`config.mk`:
```
export PLATFORM = sky130hd
export DESIGN_NAME = pdm_spread
export DESIGN_NICKNAME = d
export VERILOG_FILES = /design/src/rtl/pdm_spread_pkg.sv /design/src/rtl/pdm_period_ctrl.sv /design/src/rtl/pdm_phase_acc.sv /design/src/rtl/pdm_spread.sv
export SDC_FILE = /design/constraint.sdc
export NUM_CORES = 1
export LEC_CHECK = 0
export BUFFER_PORTS_ARGS = -buffer_cell sky130_fd_sc_hd__buf_2
export CORE_ASPECT_RATIO = 0.8
export CORE_MARGIN = 5
export CORE_UTILIZATION = 55
export CTS_CLUSTER_DIAMETER = 150
export DETAILED_ROUTE_END_ITERATION = 6
export MAX_ROUTING_LAYER = met4
export PLACE_DENSITY = 0.78
export SLEW_MARGIN = 10
export SYNTH_ARGS = -nofsm -noshare
export SYNTH_HDL_FRONTEND = slang
export SYNTH_SLANG_ARGS = --single-unit
```
`constraint.sdc`:
```
create_clock -name clk -period 3.3 [get_ports clk]
set_input_delay 0.825 -clock clk [delete_from_list [all_inputs] [get_ports clk]]
set_output_delay 0.825 -clock clk [all_outputs]
set_load 0.01 [all_outputs]
```
`src/rtl/pdm_spread_pkg.sv`:
```
package pdm_spread_pkg;
    typedef enum logic [0:0] {
        ST_LOAD = 1'b0,
        ST_RUN  = 1'b1
    } pdm_state_e;
endpackage

```
`src/rtl/pdm_period_ctrl.sv`:
```
module pdm_period_ctrl
    import pdm_spread_pkg::*;
#(
    parameter int PERIOD_W = 8
) (
    input  logic                clk,
    input  logic                rst,
    input  logic [PERIOD_W-1:0] period_len,
    input  logic [PERIOD_W-1:0] ones_cnt,
    output logic                run_o,
    output logic                last_o,
    output logic [PERIOD_W-1:0] n_o,
    output logic [PERIOD_W-1:0] m_o,
    output logic                frame_o
);
    localparam logic [PERIOD_W-1:0] ONE = PERIOD_W'(1);

    pdm_state_e          state_q, state_d;
    logic [PERIOD_W-1:0] n_q, m_q, pos_q;
    logic [PERIOD_W-1:0] n_eff, m_eff;
    logic                frame_q;
    logic                last;

    always_comb begin
        n_eff = (period_len == '0) ? ONE : period_len;
        m_eff = (ones_cnt > n_eff) ? n_eff : ones_cnt;
        last  = (pos_q == n_q - ONE);
    end

    // next-state logic
    always_comb begin
        state_d = state_q;
        unique case (state_q)
            ST_LOAD: state_d = ST_RUN;
            ST_RUN:  state_d = ST_RUN;
            default: state_d = ST_LOAD;
        endcase
    end

    // state register
    always_ff @(posedge clk) begin
        if (rst) state_q <= ST_LOAD;
        else     state_q <= state_d;
    end

    // per-state data and output registers
    always_ff @(posedge clk) begin
        if (rst) begin
            n_q     <= ONE;
            m_q     <= '0;
            pos_q   <= '0;
            frame_q <= 1'b0;
        end else begin
            unique case (state_q)
                ST_LOAD: begin
                    n_q     <= n_eff;
                    m_q     <= m_eff;
                    pos_q   <= '0;
                    frame_q <= 1'b0;
                end
                ST_RUN: begin
                    frame_q <= (pos_q == '0);
                    if (last) begin
                        pos_q <= '0;
                        n_q   <= n_eff;
                        m_q   <= m_eff;
                    end else begin
                        pos_q <= pos_q + ONE;
                    end
                end
                default: begin
                    pos_q   <= '0;
                    frame_q <= 1'b0;
                end
            endcase
        end
    end

    assign run_o   = (state_q == ST_RUN);
    assign last_o  = last;
    assign n_o     = n_q;
    assign m_o     = m_q;
    assign frame_o = frame_q;

    a_r6_count_clamped: assert property (@(posedge clk) disable iff (rst)
        run_o |-> (m_q <= n_q));
    a_r7_period_nonzero: assert property (@(posedge clk) disable iff (rst)
        run_o |-> (n_q != '0));
    a_r8_hold_in_period: assert property (@(posedge clk) disable iff (rst)
        (run_o && !last) |=> ($stable(n_q) && $stable(m_q)));
    a_r9_frame_after_wrap: assert property (@(posedge clk) disable iff (rst)
        (run_o && last) |=> ##1 frame_q);
endmodule

```
`src/rtl/pdm_phase_acc.sv`:
```
module pdm_phase_acc #(
    parameter int PERIOD_W = 8
) (
    input  logic                clk,
    input  logic                rst,
    input  logic                run_i,
    input  logic                last_i,
    input  logic [PERIOD_W-1:0] n_i,
    input  logic [PERIOD_W-1:0] m_i,
    output logic                sel_o
);
    localparam int SUM_W = PERIOD_W + 1;

    logic [PERIOD_W-1:0] acc_q;
    logic [SUM_W-1:0]    sum;
    logic                carry;
    logic                sel_q;

    always_comb begin
        sum   = {1'b0, acc_q} + {1'b0, m_i};
        carry = (sum >= {1'b0, n_i});
    end

    always_ff @(posedge clk) begin
        if (rst || !run_i) begin
            acc_q <= '0;
            sel_q <= 1'b0;
        end else begin
            sel_q <= carry;
            if (last_i)     acc_q <= '0;
            else if (carry) acc_q <= PERIOD_W'(sum - {1'b0, n_i});
            else            acc_q <= PERIOD_W'(sum);
        end
    end

    assign sel_o = sel_q;

    a_r2_phase_below_period: assert property (@(posedge clk) disable iff (rst)
        run_i |-> (acc_q < n_i));
    a_r2_period_closes: assert property (@(posedge clk) disable iff (rst)
        (run_i && last_i) |-> (sum == '0 || sum == {1'b0, n_i}));
    a_r5_all_ones: assert property (@(posedge clk) disable iff (rst)
        (run_i && m_i == n_i) |=> sel_q);
    a_r5_all_zero: assert property (@(posedge clk) disable iff (rst)
        (run_i && m_i == '0) |=> !sel_q);
endmodule

```
`src/rtl/pdm_spread.sv`:
```
module pdm_spread #(
    parameter int PERIOD_W = 8
) (
    input  logic                clk,
    input  logic                rst,
    input  logic [PERIOD_W-1:0] period_len,
    input  logic [PERIOD_W-1:0] ones_cnt,
    output logic                step_sel_o,
    output logic                frame_start_o
);
    logic                run, last;
    logic [PERIOD_W-1:0] n_cur, m_cur;

    pdm_period_ctrl #(.PERIOD_W(PERIOD_W)) ctrl_i (
        .clk        (clk),
        .rst        (rst),
        .period_len (period_len),
        .ones_cnt   (ones_cnt),
        .run_o      (run),
        .last_o     (last),
        .n_o        (n_cur),
        .m_o        (m_cur),
        .frame_o    (frame_start_o)
    );

    pdm_phase_acc #(.PERIOD_W(PERIOD_W)) acc_i (
        .clk    (clk),
        .rst    (rst),
        .run_i  (run),
        .last_i (last),
        .n_i    (n_cur),
        .m_i    (m_cur),
        .sel_o  (step_sel_o)
    );

    a_r1_quiet_after_reset: assert property (@(posedge clk)
        rst |=> (!step_sel_o && !frame_start_o));
endmodule

```
---- After elaboration in Yosys (flattened, before gate mapping) ----
Cells that the tools add are included.
word-level totals
  latch bits .............................. 0
  memories ................................ 0
  flip-flop bits (word level) ............. 35
  output and inout bits ................... 2
  bits of input ports ..................... 18
  memory bits (writable) .................. 0
  logic and storage cells ................. 32
  memory bits (read-only) ................. 0
operators by class
  reductions and logical operators ........ 5
  add/sub/neg operators ................... 4
  equality and inequality tests ........... 2
  shift-type cells ........................ 0
  muxes and demuxes ....................... 11
  bitwise logic cells ..................... 1
  multiply operators ...................... 0
  $lt $le $gt $ge ......................... 2
  divide/modulo/power cells ............... 0
operators by type and width
  cell                                                                count
  8-bit 2-to-1 mux                                                    6
  8-bit one-hot mux with 2 select lines                               3
  8-bit zero test                                                     2
  8-bit by 8-bit adder with 9-bit output                              1
  9-bit by 8-bit >= comparator with 1-bit output                      1
  8-bit by 1-bit adder with 8-bit output, second input constant       1
  8-bit equality test                                                 1
  8-bit greater-than comparator                                       1
  8-bit by 1-bit subtractor with 8-bit output, second input constant  1
  8-bit subtractor                                                    1
  2-bit by 1-bit != test with 1-bit output, second input constant     1
  1-bit one-hot mux with 2 select lines                               1
  2-bit OR reduction                                                  1
  1-bit zero test                                                     1
  1-bit logical OR                                                    1
  1-bit 2-to-1 mux                                                    1
  1-bit NOT                                                           1

---- Depth between registers and ports, before layout ----
  depth after elaboration ................. 6
  mapped depth ............................ 13
  gate-level depth less buffers ........... 13

---- Modules after synthesis ----
Synthesis repeated with hierarchy kept, for this count alone.
second synthesis, totals
  cells, all modules ...................... 329
  area total of the unflattened synthesis .. 2782.7 um^2
modules (own cells, without submodules)
  module           area an instance (um^2)  times used  seq. area each (um^2)  cells each
  pdm_period_ctrl  1656.6                   1           520.5                  195
  pdm_phase_acc    1126.1                   1           180.2                  134

---- Least setup slack after synthesis ----
OpenSTA, ideal clock, no wires.
  path type ............................... reg-to-reg
  start ................................... reg acc_i.acc_q[0]
  end ..................................... reg acc_i.acc_q[0]
  required time ........................... 3.214 ns
  path slack .............................. 0.072 ns
  cell stages (with the launch flop) ...... 14
  library setup time ...................... 0.086 ns
  data arrival time ....................... 3.143 ns
  path buffers ............................ 0
  period minus slack after synthesis ...... 3.228 ns
  path through ............................ dfxtp_1 -> ha_1 -> fa_1 -> a211oi_1 -> o21bai_1 -> a21oi_1 -> xnor2_1 -> ha_1 -> and3_1 -> a221oi_1 -> inv_1 -> o21ai_1 -> a21boi_0 -> a211oi_1
between the ends
  word-level cells in the longest chain between the ends .. 3
  elaborated cells between the ends (all ways) .. 4
  classes of those cells .................. 2 x add/sub; 1 x order compare; 1 x mux
RTL lines
  element                                                                             RTL line                                  source
  from (decl)                                                                         pdm_phase_acc.sv:14                       logic [PERIOD_W-1:0] acc_q;
  from (signal assigned)                                                              pdm_phase_acc.sv:31                       else if (carry) acc_q <= PERIOD_W'(sum - {1'b0, n_i});
  from (signal assigned)                                                              pdm_phase_acc.sv:32                       else acc_q <= PERIOD_W'(sum);
  8-bit by 8-bit adder with 9-bit output (*)                                          pdm_phase_acc.sv:20                       sum = {1'b0, acc_q} + {1'b0, m_i};
  8-bit subtractor or 9-bit by 8-bit >= comparator with 1-bit output (tied branches)  pdm_phase_acc.sv:31, pdm_phase_acc.sv:21
  8-bit 2-to-1 mux (*)                                                                pdm_phase_acc.sv:31
Every way passes the cells marked *; elsewhere a longest branch is shown, timed or not.
A chain may end at the register's enable or synchronous reset.

---- Final worst setup path ----
  start ................................... reg ctrl_i.m_q[0], in the netlist ctrl_i.m_o[0]
  end ..................................... reg acc_i.acc_q[7]
between the ends
  word-level cells in the longest chain between the ends .. 3
  elaborated cells between the ends (all ways) .. 4
  classes of those cells .................. 2 x add/sub; 1 x order compare; 1 x mux
RTL lines
  element                                                                             RTL line                                  source
  from (decl)                                                                         pdm_period_ctrl.sv:19                     logic [PERIOD_W-1:0] n_q, m_q, pos_q;
  from (signal assigned)                                                              pdm_period_ctrl.sv:57                     m_q <= m_eff;
  from (signal assigned)                                                              pdm_period_ctrl.sv:66                     m_q <= m_eff;
  8-bit by 8-bit adder with 9-bit output (*)                                          pdm_phase_acc.sv:20
  8-bit subtractor or 9-bit by 8-bit >= comparator with 1-bit output (tied branches)  pdm_phase_acc.sv:31, pdm_phase_acc.sv:21
  8-bit 2-to-1 mux (*)                                                                pdm_phase_acc.sv:31
Marked as above.

==> metrics <==
status=completed; Num CTS Buffers=5; Diodes inserted=0; setup violators final=0; CTS tree=done; Internal Power=0.00139 W; fin crit period=3.23 ns; Clk pwr share=0.140; Critical Path RT=3.49 ns; Antenna Nets Post-Route=0; dpl cells=390; Final Hold Viols=0; Syn Std Cell Area=2640 sq um; DRC violations left=0; Worst-Margin Slew=0.955 ns; Rel. slew slack=0.363; clock-pin slew on the worst setup and hold paths=0.07 ns; FILL cells=slightly above 400; async set or reset register ratio after synthesis=0; Global Route Usage Sum=0.229; Hold Worst Slack=slightly above 0.5 ns; Die H=around 70 um; syn_area_per_cell=approximately 8.4 sq um; Post-Route WL=6730 um; Worst Setup Slack, final=0.0750 ns; Comb pwr share=0.636; final std cells w/o fill=400; Starting Density=0.570; grt ovf=0; critical path fanouts, max=7; Seq cells post-synth=35; vias in the first global route=2,273; total of max-cap violations=0; first-pass GRT wire length=~11,000 um; worst skew pair latency=0.29 ns; clk sinks=35; max-slew violation count=0; WL/cell=16.8 um; Post-Synthesis Cells=314; layout cell share with drive strength beyond 1=0.185; CP cell instances=ha_2, fa_2, a211oi_2, o21bai_1, a21oi_2, xnor2_2, ha_1, and3_1, a221oi_2, inv_1, o21a_2, a2111oi_2; gpl congestion=0.975; Unique masters post-synth=57; H-tree Lvls=2; cell family with most CP delay=compound AO/OA/AOI/OAI gates; Core Area=4620 sq um; Vias=2,476; clk buf depth=2; slowest CP cell=fa_2; post-synth top area share=0.266; Die Area=approximately 6300 sq um; synth warn=0; largest cells by area after synthesis=dfxtp_1 27%, ha_1 13%, nand3_1 5.5%; Tightest Hold Check Type=flip-flop to flip-flop; most frequent cells in the layout=35 x dfxtp_1, 29 x nand3_1, 25 x ha_1; Tcrit/Tclk final=0.977; initial antenna violation count=0; sequential power share=0.224; Net Sw Frac=0.436; DRC marker count from the first detailed-route iteration=~220; largest net degree at the start of global routing=19; P&R area growth vs syn=13.0%; vias per inst=6.19; pre-CTS WS=-0.00627 ns; Nets=around 390; CP peak stage delay=0.35 ns; power density cells=825 nW/um^2; Root Buffer=clkbuf_8; dpl hpwl=approximately 5200 um; Leakage=1.30 nW; EDFF count, synth=0; NetSw=0.00107 W; I/O pin count=20; sequential cell area fraction in the yosys report=0.266; critical path capture point type=flip-flop; worst path arrival time=about 3.4 ns; VDD IR-drop max=between 0.4 and 0.5 mV; Synthesized Nets=361; dominant cell type by area after synthesis=dfxtp_1; drt first pass iters=5; Achievable Freq=310 MHz; skew final=0.00627 ns; port bufs=19; Rows=22; most common cell after layout, fill and taps aside=dfxtp_1; Buf/Inv on CP=1; startpoint types=flip-flop; Die W=87.4 um; CP Class=flip-flop to flip-flop; top_reg_cell synth=dfxtp_1
[synthesized netlist by cell type (all sizes together), types with 3 or more instances]
cell,number
a21o,5
clkbuf,4
ha,27
nand4,3
nand2,8
buf,6
xor2,12
a211oi,6
inv,24
a311oi,8
a21oi,21
and3,7
nor4,3
nand3,29
o21a,5
nor2,21
nor3,14
a221oi,3
xnor2,11
nor2b,3
o21ai,26
dfxtp,35
[flip-flops by register name, summed over array words and instances (netlist names)]
name and count:
acc_i.acc_q 8, ctrl_i.frame_o 1, ctrl_i.m_o 8, ctrl_i.n_o 8, ctrl_i.run_o 1, acc_i.sel_o 1, ctrl_i.pos_q 8
[worst paths after layout]
check / start / endpoint / slack [ns] / cells after the start
hold / removal: ctrl_i.n_o[1]$_SDFFE_PP0P_ / ctrl_i.n_o[1]$_SDFFE_PP0P_ / 0.52 / 2
hold reg to reg: ctrl_i.n_o[1]$_SDFFE_PP0P_ / ctrl_i.n_o[1]$_SDFFE_PP0P_ / 0.52 / 2
setup reg to reg: ctrl_i.m_o[0]$_SDFFE_PP0P_ / acc_i.acc_q[7]$_SDFF_PP0_ / 0.07 / 12
setup / recovery: ctrl_i.m_o[0]$_SDFFE_PP0P_ / acc_i.acc_q[7]$_SDFF_PP0_ / 0.07 / 12
[metal layers]
metal  global-route usage  up-vias  part of all wire
li1                     -     1220                 -
met1                0.334     1159              0.47
met2                0.320       89              0.45
met3               0.0511        8             0.070
met4               0.0528        0            0.0094
met5                    -        -                 0
[final cells by class]
cell class | instances | area (sq um) | area share
flip-flops and latches | 35 | 701 | 0.235
clock buffers | 8 | 100 | 0.0336
multi-input cells | 245 | 1850 | 0.621
repair buffers | 28 | 163 | 0.0546
inverters | 24 | 90.1 | 0.0302
well taps | 60 | 75.1 | 0.0252
[worst reg2reg max path, delay by kind of cell, from the launching register on]
family                     cells  cell delay (ns)
adders and majority gates      3             0.90
and+or+nand+nor                1             0.23
AOI/OAI and AO/OA              6             1.46
buffers and inverters          1             0.11
DFF                            1             0.33
xor gates and xnor gates       1             0.11
[power by group through the flow]
stage | combinational [W] | sequential, W | clock, W
after floorplan | 0.00106 | 0.000543 | 0
after global placement | 0.00135 | 0.000559 | 0
after detailed placement | 0.00138 | 0.000558 | 0
after CTS | 0.00141 | 0.000550 | 0.000347
after global routing | 0.00172 | 0.000558 | 0.000372
final | 0.00156 | 0.000551 | 0.000344
[per-stage QoR]
step | total power, W | utilization | area (sq um) | TNS (ns)
after floorplan | 0.00160 | - | 2640 | 0
after global placement | 0.00191 | 0.606 | 2800 | 0
after detailed placement | 0.00194 | 0.606 | 2800 | -0.00627
after CTS | 0.00230 | 0.629 | 2910 | 0
after global routing | 0.00265 | 0.644 | 2980 | -0.115
final | 0.00246 | 0.644 | 2980 | 0
[what timing repair did]
action / 4_1_cts / 5_1_grt
hold buffers: 0 / 0
resized for setup: 2 / 13
setup endpoints to repair: 1 / 9
hold endpoints to repair: 0 / 0
pin swaps: 0 / 6
setup buffers: 0 / 2
[cells by family after synthesis]
| kind of cell | share of synthesized area |
|---|---|
| flip-flops | 0.266 |
| adder cells (fa/ha/maj) | 0.143 |
| buffers and inverters | 0.0560 |
| AO/OA/AOI/OAI | 0.255 |
| AND/OR/NAND/NOR | 0.199 |
| XOR/XNOR | 0.0764 |
| multiplexers | 0.00427 |
Note: power is estimated with default switching activity, not from simulation.
